--- src/rtl/mix_pkg.sv ---
package mix_pkg;
  localparam int ADDR_W  = 7;
  localparam int DATA_W  = 16;
  localparam int ATT_W   = 5;
  localparam int NUM_CH  = 2;
  localparam logic [ADDR_W-1:0] ADDR_ID  = 7'h00;
  localparam logic [ADDR_W-1:0] ADDR_VOL = 7'h02;
  localparam logic [DATA_W-1:0] ID_WORD  = 16'h6A90;
  localparam int MUTE_BIT = 15;
  localparam logic [ATT_W-1:0] ATT_MAX = '1;

  // channel 0 is left, channel 1 is right; low bit of each field
  function automatic int ch_lsb(input int ch);
    return (ch == 0) ? 8 : 0;
  endfunction

  // six-bit field to stored code: sixth bit forces full attenuation
  function automatic logic [ATT_W-1:0] sat_code(input logic [ATT_W:0] f);
    return f[ATT_W] ? ATT_MAX : f[ATT_W-1:0];
  endfunction
endpackage

--- src/rtl/mix_addr_dec.sv ---
module mix_addr_dec
  import mix_pkg::*;
(
  input  logic              wr_en,
  input  logic [ADDR_W-1:0] addr,
  output logic              hit_id,
  output logic              hit_vol,
  output logic              wr_rst,
  output logic              wr_vol
);
  always_comb begin
    hit_id  = (addr == ADDR_ID);
    hit_vol = (addr == ADDR_VOL);
    wr_rst  = wr_en && hit_id;
    wr_vol  = wr_en && hit_vol;
  end

  always_comb begin
    assert (!(hit_id && hit_vol)) else $error("p_dec_excl_r7");
  end
endmodule

--- src/rtl/mix_vol_reg.sv ---
module mix_vol_reg
  import mix_pkg::*;
(
  input  logic              clk,
  input  logic              rst_n,
  input  logic              wr_vol,
  input  logic              wr_rst,
  input  logic [DATA_W-1:0] wdata,
  output logic              mute,
  output logic [ATT_W-1:0]  att [NUM_CH]
);
  always_ff @(posedge clk or negedge rst_n) begin
    if (!rst_n)      mute <= 1'b1;
    else if (wr_rst) mute <= 1'b1;
    else if (wr_vol) mute <= wdata[MUTE_BIT];
  end

  for (genvar c = 0; c < NUM_CH; c++) begin : g_ch
    localparam int LSB = ch_lsb(c);
    always_ff @(posedge clk or negedge rst_n) begin
      if (!rst_n)      att[c] <= '0;
      else if (wr_rst) att[c] <= '0;
      else if (wr_vol) att[c] <= sat_code(wdata[LSB+ATT_W:LSB]);
    end

    p_sat_r4: assert property (@(posedge clk) disable iff (!rst_n)
      (wr_vol && !wr_rst && wdata[LSB+ATT_W]) |=> (att[c] == ATT_MAX));
    p_clr_r6: assert property (@(posedge clk) disable iff (!rst_n)
      wr_rst |=> (att[c] == '0));
    p_hold_r9: assert property (@(posedge clk) disable iff (!rst_n)
      (!wr_vol && !wr_rst) |=> $stable(att[c]));
  end

  p_mute_clr_r6: assert property (@(posedge clk) disable iff (!rst_n)
    wr_rst |=> mute);
  p_mute_hold_r9: assert property (@(posedge clk) disable iff (!rst_n)
    (!wr_vol && !wr_rst) |=> $stable(mute));
endmodule

--- src/rtl/mix_ctl_bank.sv ---
module mix_ctl_bank
  import mix_pkg::*;
(
  input  logic              clk,
  input  logic              rst_n,
  input  logic              wr_en,
  input  logic [6:0]        addr,
  input  logic [15:0]       wdata,
  output logic [15:0]       rdata,
  output logic              mute_o,
  output logic [4:0]        left_att_o,
  output logic [4:0]        right_att_o
);
  logic hit_id, hit_vol, wr_rst, wr_vol;
  logic mute;
  logic [ATT_W-1:0] att [NUM_CH];
  logic [DATA_W-1:0] vol_word;

  mix_addr_dec u_dec (
    .wr_en(wr_en), .addr(addr),
    .hit_id(hit_id), .hit_vol(hit_vol),
    .wr_rst(wr_rst), .wr_vol(wr_vol)
  );

  mix_vol_reg u_vol (
    .clk(clk), .rst_n(rst_n),
    .wr_vol(wr_vol), .wr_rst(wr_rst), .wdata(wdata),
    .mute(mute), .att(att)
  );

  always_comb begin
    vol_word = '0;
    vol_word[MUTE_BIT] = mute;
    for (int c = 0; c < NUM_CH; c++)
      vol_word[ch_lsb(c) +: ATT_W] = att[c];
  end

  always_comb begin
    if (hit_id)       rdata = ID_WORD;
    else if (hit_vol) rdata = vol_word;
    else              rdata = '0;
  end

  assign mute_o      = mute;
  assign left_att_o  = att[0];
  assign right_att_o = att[1];

  p_id_r2: assert property (@(posedge clk) disable iff (!rst_n)
    (addr == ADDR_ID) |-> (rdata == ID_WORD));
  p_resv_r5: assert property (@(posedge clk) disable iff (!rst_n)
    (addr == ADDR_VOL) |-> (rdata[14:13] == 2'b00 && rdata[7:5] == 3'b000));
  p_unimp_r7: assert property (@(posedge clk) disable iff (!rst_n)
    (addr != ADDR_ID && addr != ADDR_VOL) |-> (rdata == '0));
  p_out_upd_r8: assert property (@(posedge clk) disable iff (!rst_n)
    (wr_en && addr == ADDR_VOL) |=> (mute_o == $past(wdata[15])));
endmodule

--- config.mk ---
export PLATFORM = sky130hd
export DESIGN_NAME = mix_ctl_bank
export DESIGN_NICKNAME = d
export VERILOG_FILES = /design/src/rtl/mix_pkg.sv /design/src/rtl/mix_addr_dec.sv /design/src/rtl/mix_vol_reg.sv /design/src/rtl/mix_ctl_bank.sv
export SDC_FILE = /design/constraint.sdc
export NUM_CORES = 1
export LEC_CHECK = 0
export BUFFER_PORTS_ARGS = -buffer_cell sky130_fd_sc_hd__buf_2
export CAP_MARGIN = 20
export CORE_ASPECT_RATIO = 1.25
export CORE_MARGIN = 4
export CORE_UTILIZATION = 32
export DETAILED_ROUTE_END_ITERATION = 8
export HOLD_SLACK_MARGIN = 0.02
export PLACE_DENSITY_LB_ADDON = 0.05
export SLEW_MARGIN = 20
export SYNTH_ARGS = -nofsm -noshare
export SYNTH_HDL_FRONTEND = slang
export SYNTH_SLANG_ARGS = --single-unit
--- constraint.sdc ---
create_clock -name clk -period 1.47 [get_ports clk]
set_input_delay 0.294 -clock clk [delete_from_list [all_inputs] [get_ports clk]]
set_output_delay 0.294 -clock clk [all_outputs]
set_load 0.01 [all_outputs]
Yosys cells after proc, flatten, opt, wreduce, memory -nomap -nowiden. Index checks and enable logic that the tools add are counted.

Reduce and logical (&&, ||, !) cells: 4. Eq/ne operators: 1. Multiplexer cells: 10.

Operators with widths (count): 2-to-1 mux 16 bit (2); 2-to-1 mux 5 bit (6); == test 7 x 2 -> 1 bit, second input constant (1); logical NOT 7 bit (1); logical AND 1 bit (2); 2-to-1 mux 1 bit (2); nonzero test 2 bit (1).

Bits of input ports: 26. Bits in registers: 11. Output and inout port bits: 27.

Logic depth before layout (Yosys ltp). Gate-level depths: netlist (run 1).

Word-level depth: 4. Gate-level depth with buffers: 4. Mapped depth without buffers: 3.

Cells and area by module. From an unflattened synthesis (run 1), not the netlist that was laid out.

Cell total of the unflattened synthesis: 71. Area total of the unflattened synthesis: 724.4 µm².

By module, submodules not included: mix_vol_reg (instances 1, area an instance 510.5 µm², cells each 46); mix_ctl_bank (instances 1, area an instance 161.4 µm², cells each 19); mix_addr_dec (instances 1, area an instance 52.6 µm², cells each 6).

Worst setup path after synthesis (run 1). Ideal clock, no wire load.

Path kind: input port to output port. From: input addr[5]. To: output rdata[0]. Data arrival time: 1.137 ns. Setup slack: 0.039 ns. Cell stages on the path: 4. Path buffers: 1. Cells stage by stage: nor4_4 and2_1 buf_6 and3_1.

Cells in the longest elaborated chain, start to end: 3.

Ends and longest elaborated chain: start, declared (line mix_ctl_bank.sv:7) `input logic [6:0] addr,`; == test 7 x 2 -> 1 bit (line mix_addr_dec.sv:13) `hit_vol = (addr == ADDR_VOL);`; 2-to-1 mux 16 bit (line mix_ctl_bank.sv:40) `else if (hit_vol) rdata = vol_word;`; 2-to-1 mux 16 bit (*) (line mix_ctl_bank.sv:39) `if (hit_id) rdata = ID_WORD;`; end, declared (line mix_ctl_bank.sv:9) `output logic [15:0] rdata,`.

Mark *: on every way between the ends. The rest lies on a longest branch, timed or not.

Worst setup path in the final report (run 1).
From: input addr[4]. To: output rdata[0].

Same word-level chain as after synthesis.

==> flow_summary.json, run 1 <==
{
  "status": "finished with violations",
  "violations": "setup timing",
  "cp_slowest_stage_delay_ns": 0.31,
  "synthDistinctLibCells": 18,
  "cts_buffers": 3,
  "grt_antenna_before_repair": 0,
  "fin_crit_sh": 1.08,
  "final_max_slew_viol_count": 0,
  "ant_nets": 0,
  "synthToLayoutAreaGrowth_pct": 55.6,
  "ys_seq_elements": 11,
  "fmax_mhz": 631,
  "fin_ws_ns": -0.116,
  "swShare": 0.300,
  "wl_um": 1760,
  "max-cap-violations": 0,
  "period_minus_slack_ns": 1.59,
  "grt_use_total": 0.124,
  "clk_pin_slew_worst_paths_ns": 0.07,
  "cts_tree": "built",
  "path_buf_inv": 3,
  "yosys.area.top_type_share": 0.377,
  "netlist_area_um2": 664,
  "vias": 657,
  "ys_warn_count": 0,
  "final_nets": 147,
  "path_max_fanout": 4,
  "drcViolationCount": 0,
  "cp_num_cells": 6,
  "grt_overflow_total": 0,
  "setup_viol": 14,
  "hold_viol": 0,
  "critical_path.top_delay_family": "simple AND/OR/NAND/NOR gates",
  "synth_area_leaders": "dfrtp_1 38%, mux2i_1 15%, and3_1 7.5%",
  "p_leak_nw": 0.636,
  "root_buffer": "clkbuf_4",
  "htreeDepth": 1,
  "synth_ff_type": "dfrtp_1",
  "yosysSeqAreaShare": 0.416,
  "hold_depth": 2,
  "final_layout_size_suffix_gt1_frac": 0.550,
  "clkSinkCount": 11,
  "core_area_um2": 1980,
  "routedWlPerCell_um": 12.6,
  "p_int_mw": 0.559,
  "dpl_cell_area_um2": 895,
  "combPwrFrac": 0.263,
  "critPathKind": "input pin to output pin",
  "grt_pass1_wl_um": 2820,
  "critPathCaptureType": "output pin",
  "post-route-cell-area_um2": 1030,
  "portBuffers": 47,
  "grt_pass1_vias": 664,
  "grt_start_max_net_pins": 24,
  "yosysTopAreaCell": "dfrtp_1",
  "synth_common_cells": "11 x inv_1, 10 x dfrtp_1, 10 x mux2i_1, 10 x o21ai_0, 8 x and3_1",
  "drt-vias-per-instance": 4.69,
  "avgSynthCellArea_um2": 9.36,
  "worst_clock_skew_ns": 0,
  "pin_count": 53,
  "p_seq_frac": 0.484,
  "fillCellCount": 205,
  "yosysMostFrequentCell": "inv_1",
  "gp_congestion": 0.639,
  "crit_chain": "buf_6 > nor4_4 > and2_4 > buf_6 > and3_4 > buf_6",
  "multiInputGateArea_um2": 332,
  "critPathLaunchType": "input pin",
  "r2r_cells": 2,
  "start_util": 0.335,
  "hpwl_um": 1320,
  "die_area_um2": 2870,
  "peakVddDrop_uv": 636,
  "p_switching_mw": 0.240,
  "rsz0062_at_grt": "true",
  "async_flop_share": 1.00,
  "clk-insertion-delay-late_ns": 0.26,
  "synth-edff-count": 0,
  "cts_buffer_depth": 2,
  "die_y_um": 58.9,
  "dr.pass1.iters": 2,
  "ff_latch_area_um2": 277,
  "hold_class": "input pin to register",
  "clkPwrFrac": 0.254,
  "synthCells": 71,
  "powerDensity_nw_per_um2": 773,
  "antenna_cells": 0,
  "pre_cts_ws_ns": -0.147,
  "worstPathArrival_ns": 1.29,
  "worstPathRequired_ns": 1.18,
  "cpMostUsedCell": "buf_6",
  "die_x_um": 48.8,
  "first_iter_violations": 8,
  "rows": 18,
  "cp_slowest_cell": "nor4_4"
}
## placed cells by master (no fill, tap or decap)
master and count:
nor4_4 1, mux2i_1 10, nor2_1 1, clkbuf_4 3, dfstp_2 1, and3_4 6, nor3b_1 1, dfrtp_1 10
nand2_4 1, buf_4 2, clkbuf_1 1, and2_4 1, a41oi_1 1, a21oi_1 4, nor2_2 1, o21ai_0 10
buf_2 39, inv_1 11, conb_1 2, buf_6 10, and3_1 2, nand2_2 1, dlygate4sd3_1 1
## flip-flops by register name, indices dropped and copies added, names as in the netlist
signal	count
u_vol.att	10
u_vol.mute	1
## cell type report
| cell class | count | area share |
|---|---|---|
| tap | 20 | 0.0242 |
| sequential | 11 | 0.268 |
| inverter | 11 | 0.0400 |
| clock buffer | 4 | 0.0254 |
| timing repair buffer | 52 | 0.322 |
| multi-input combinational | 42 | 0.321 |
## stage by stage
step | hold WS (ns) | setup TNS, ns | power (mW) | utilization | cells
floorplan | -0.00159 | 0 | 0.489 | - | 72
global placement | 0.182 | -1.28 | 0.587 | 0.451 | 134
detailed placement | 0.180 | -1.73 | 0.594 | 0.451 | 134
CTS | 0.213 | -0.970 | 0.809 | 0.493 | 140
global route | 0.234 | -1.74 | 0.850 | 0.521 | 140
finish | 0.214 | -1.01 | 0.799 | 0.521 | 140
## final timing paths
path / startpoint / end / slack, ns
max in group asynchronous: rst_n / u_vol.mute / 0.79
min in group asynchronous: rst_n / u_vol.att[5] / 0.42
min reg2reg: u_vol.att[5] / u_vol.att[5] / 0.53
max: addr[4] / rdata[0] / -0.12
min: wr_en / u_vol.mute / 0.21
max reg2reg: u_vol.mute / u_vol.mute / 0.63
## timing repair
item	in CTS	in global routing
gates resized for setup	9	10
pin swaps	3	2
setup endpoints to repair	14	14
hold buffers	1	0
setup buffers	1	0
hold endpoints to repair	10	0
## power by group through the flow
stage | sequential, mW | combinational (mW) | clock [mW]
after floorplan | 0.415 | 0.0746 | 0
after global placement | 0.388 | 0.199 | 0
final | 0.386 | 0.210 | 0.202
after detailed placement | 0.390 | 0.204 | 0
after global routing | 0.394 | 0.237 | 0.218
after CTS | 0.385 | 0.212 | 0.211
## cell families after synthesis
group           after synthesis  synth area share
buf+inv                      19             0.147
compound gates               15             0.119
simple gates                 15             0.162
flops                        11             0.416
mux                          10             0.151
other cells                   1           0.00564
## layer usage
metal	global-route usage	routed length, um	up-vias
met5	0	0	-
met1	0.138	706	297
met3	0.0380	152	2
li1	-	-	329
met2	0.211	884	29
met4	0.0692	16	0
(Power assumes the default switching activity.)
==> run 2: changes to the inputs <==
--- a/config.mk
+++ b/config.mk
@@ -5,11 +5,12 @@
 export SDC_FILE = /design/constraint.sdc
 export NUM_CORES = 1
 export LEC_CHECK = 0
+export ABC_AREA = 1
 export BUFFER_PORTS_ARGS = -buffer_cell sky130_fd_sc_hd__buf_2
 export CAP_MARGIN = 20
 export CORE_ASPECT_RATIO = 1.25
 export CORE_MARGIN = 4
-export CORE_UTILIZATION = 32
+export CORE_UTILIZATION = 42
 export DETAILED_ROUTE_END_ITERATION = 8
 export HOLD_SLACK_MARGIN = 0.02
 export PLACE_DENSITY_LB_ADDON = 0.05
==> run 2 against run 1 <==
Net effect: the flow now finishes without violations; routed wire length is 3.4% higher; global-route usage grew 1.5 points; synthesized cell count up 45%; hold slack better by 0.090 ns.
==> flow_summary.json, run 2 <==
{
  "status": "finished clean",
  "top_regs": "u_vol.att (10), u_vol.mute (1)",
  "gp_congestion": 0.695,
  "cp_slowest_stage_delay_ns": 0.19,
  "critPathLaunchType": "input pin",
  "cp_num_cells": 7,
  "final_layout_size_suffix_gt1_frac": 0.601,
  "clkSinkCount": 11,
  "synthToLayoutAreaGrowth_pct": 32.4,
  "ys_warn_count": 0,
  "yosysTopAreaCell": "dfrtp_1",
  "layout_commonest_cell": "buf_2",
  "yosysMostFrequentCell": "nand2_1",
  "grt_use_total": 0.140,
  "grt_overflow_total": 0,
  "async_flop_share": 1.00,
  "routedWlPerCell_um": 10.5,
  "synth_ff_type": "dfrtp_1",
  "r2r_cells": 2,
  "holdPathEnd": "u_vol.mute",
  "fmax_mhz": 716,
  "drt-vias-per-instance": 4.50,
  "peakVddDrop_uv": 510,
  "cpMostUsedCell": "buf_2",
  "r2r_end": "u_vol.mute",
  "crit_chain": "buf_2 > inv_2 > nand2_2 > nor2_4 > nand2_4 > nor3b_1 > buf_2",
  "powerDensity_nw_per_um2": 680,
  "pre_cts_ws_ns": 0.0605,
  "synth_area_leaders": "dfrtp_1 29%, nand3_2 13%, nand2_1 11%",
  "pin_count": 53,
  "ff2ff_setup_slack_ns": 0.74,
  "worstPathArrival_ns": 1.10,
  "grt_start_max_net_pins": 18,
  "regMostFlops": "u_vol.att",
  "clk-insertion-delay-late_ns": 0.26,
  "cp_slowest_cell": "nor3b_1",
  "hpwl_um": 1440,
  "cts_buffers": 3,
  "cts_buffer_depth": 2,
  "synthDistinctLibCells": 19,
  "rsz0062_at_grt": "true",
  "rows": 18,
  "clk_pin_slew_worst_paths_ns": 0.07,
  "core_area_um2": 1960,
  "grt_pass1_wl_um": 3200,
  "die_area_um2": 2840,
  "die_y_um": 58.5,
  "hold_class": "input pin to register",
  "wl_met1_um": 750,
  "path_max_fanout": 9,
  "vias": 778,
  "synth_common_cells": "25 x nand2_1, 11 x nand3_2, 10 x dfrtp_1, 10 x or2_2, 9 x inv_1",
  "root_buffer": "clkbuf_4",
  "post-place-cells": 168,
  "final_cell_mix": "47 x buf_2, 25 x nand2_1, 11 x nand3_2, 10 x or2_2, 10 x dfrtp_1",
  "worst_clock_skew_ns": 0,
  "hold_ws_ns": 0.304,
  "max-cap-violations": 0,
  "period_minus_slack_ns": 1.40,
  "fin_cells": 173,
  "synth_compound_area_frac": 0,
  "ys_seq_elements": 11,
  "path_buf_inv": 3,
  "synth_top_family_by_area": "simple AND/OR/NAND/NOR gates",
  "critPathKind": "input pin to output pin",
  "die_x_um": 48.4,
  "hold_viol": 0,
  "critical_path.top_delay_family": "simple AND/OR/NAND/NOR gates",
  "drcViolationCount": 0,
  "synth_xor_area_frac": 0,
  "hold_depth": 5,
  "dr.pass1.iters": 4,
  "final_nets": 180,
  "p_leak_nw": 0.698,
  "ant_nets": 0,
  "wl_um": 1820,
  "synthAdderAreaFrac": 0,
  "routed.top_layer": "met4",
  "largest_reg_flops": 10,
  "yosys.area_share.simple": 0.544,
  "avgSynthCellArea_um2": 8.33,
  "critPathCaptureType": "output pin",
  "fin_ws_ns": 0.0724,
  "synthMuxAreaShare": 0,
  "worstPathRequired_ns": 1.18,
  "first_iter_violations": 6,
  "grt_antenna_before_repair": 0,
  "route.met3.wl_um": 140,
  "synthCells": 103,
  "setup_viol": 0,
  "antenna_cells": 0,
  "synth-edff-count": 0,
  "yosys.area.top_type_share": 0.292,
  "fin_crit_sh": 0.951,
  "wl_met2_um": 912,
  "crit_start": "addr[0]",
  "htreeDepth": 1,
  "yosysSeqAreaShare": 0.322,
  "rr_startpoint": "u_vol.mute",
  "hp-start": "wdata[15]",
  "start_util": 0.438,
  "grt_pass1_vias": 753,
  "netlist_area_um2": 858,
  "cts_tree": "built",
  "final_max_slew_viol_count": 0,
  "portBuffers": 47
}
==> run 2: changes by cell type in the layout (fill, tap and decap cells not counted), sizes merged, moves of 4 or more <==
| cell | change |
|---|---|
| nand2 | +27 |
| nand3 | +20 |
| mux2i | -10 |
| o21ai | -10 |
| or2 | +10 |
| and3 | -8 |
| nor2 | +6 |
| a21oi | -4 |
==> run 2: area by class of cell <==
class                      count  area, um^2
sequential                    11         277
multi-input combinational     73         484
timing repair buffer          52         275
inverter                      13        48.8
fill                         205         823
clock buffer                   4        26.3
tap                           20        25.0
==> run 2: where the power goes <==
group	switching, mW	internal (mW)
registers	0.0290	0.340
logic	0.0967	0.0989
clock network	0.103	0.105
total	0.229	0.544
==> run 2: per-layer routing <==
metal  GRT usage  vias to the layer above
met5           0                        -
met4      0.0711                        0
met3      0.0228                        2
met2       0.244                       29
met1       0.163                      331
li1            -                      416
==> run 2: how the worst max path moves through the flow <==
stage	endpoint	slack, ns
detailed placement	rdata[3]	0.06
global placement	rdata[3]	0.04
CTS	rdata[15]	0.04
finish	rdata[0]	0.07
global route	rdata[1]	-0.005
floorplan	rdata[0]	0.16
==> run 2: worst register-to-register path, delay by kind of cell, from the launching register on <==
family / cells / cell delay, ns
and+or+nand+nor: 2 / 0.14
DFF: 1 / 0.54
==> run 2: through the flow <==
| stage | TNS, ns | area, um^2 | util | power, mW |
|---|---|---|---|---|
| 6_report | 0 | 1140 | 0.580 | 0.773 |
| 5_1_grt | -0.00536 | 1140 | 0.580 | 0.830 |
| 4_1_cts | 0 | 1130 | 0.575 | 0.788 |
| 3_5_place_dp | 0 | 1090 | 0.556 | 0.572 |
| 3_3_place_gp | 0 | 1090 | 0.556 | 0.567 |
| 2_1_floorplan | 0 | 862 | - | 0.486 |
==> run 2: cell families (layout without fill, tap and decap cells) <==
group / Yosys count / after routing
AND/OR/NAND/NOR: 71 / 71
buffers and inverters: 20 / 69
flip-flops: 11 / 11
other: 1 / 2
==> run 2: repair_timing <==
| action | in CTS | in global routing |
|---|---|---|
| resized for setup | 0 | 3 |
| hold endpoints to repair | 10 | 0 |
| setup buffers | 0 | 0 |
| endpoints found under the setup margin | 0 | 5 |
| hold buffers | 1 | 0 |
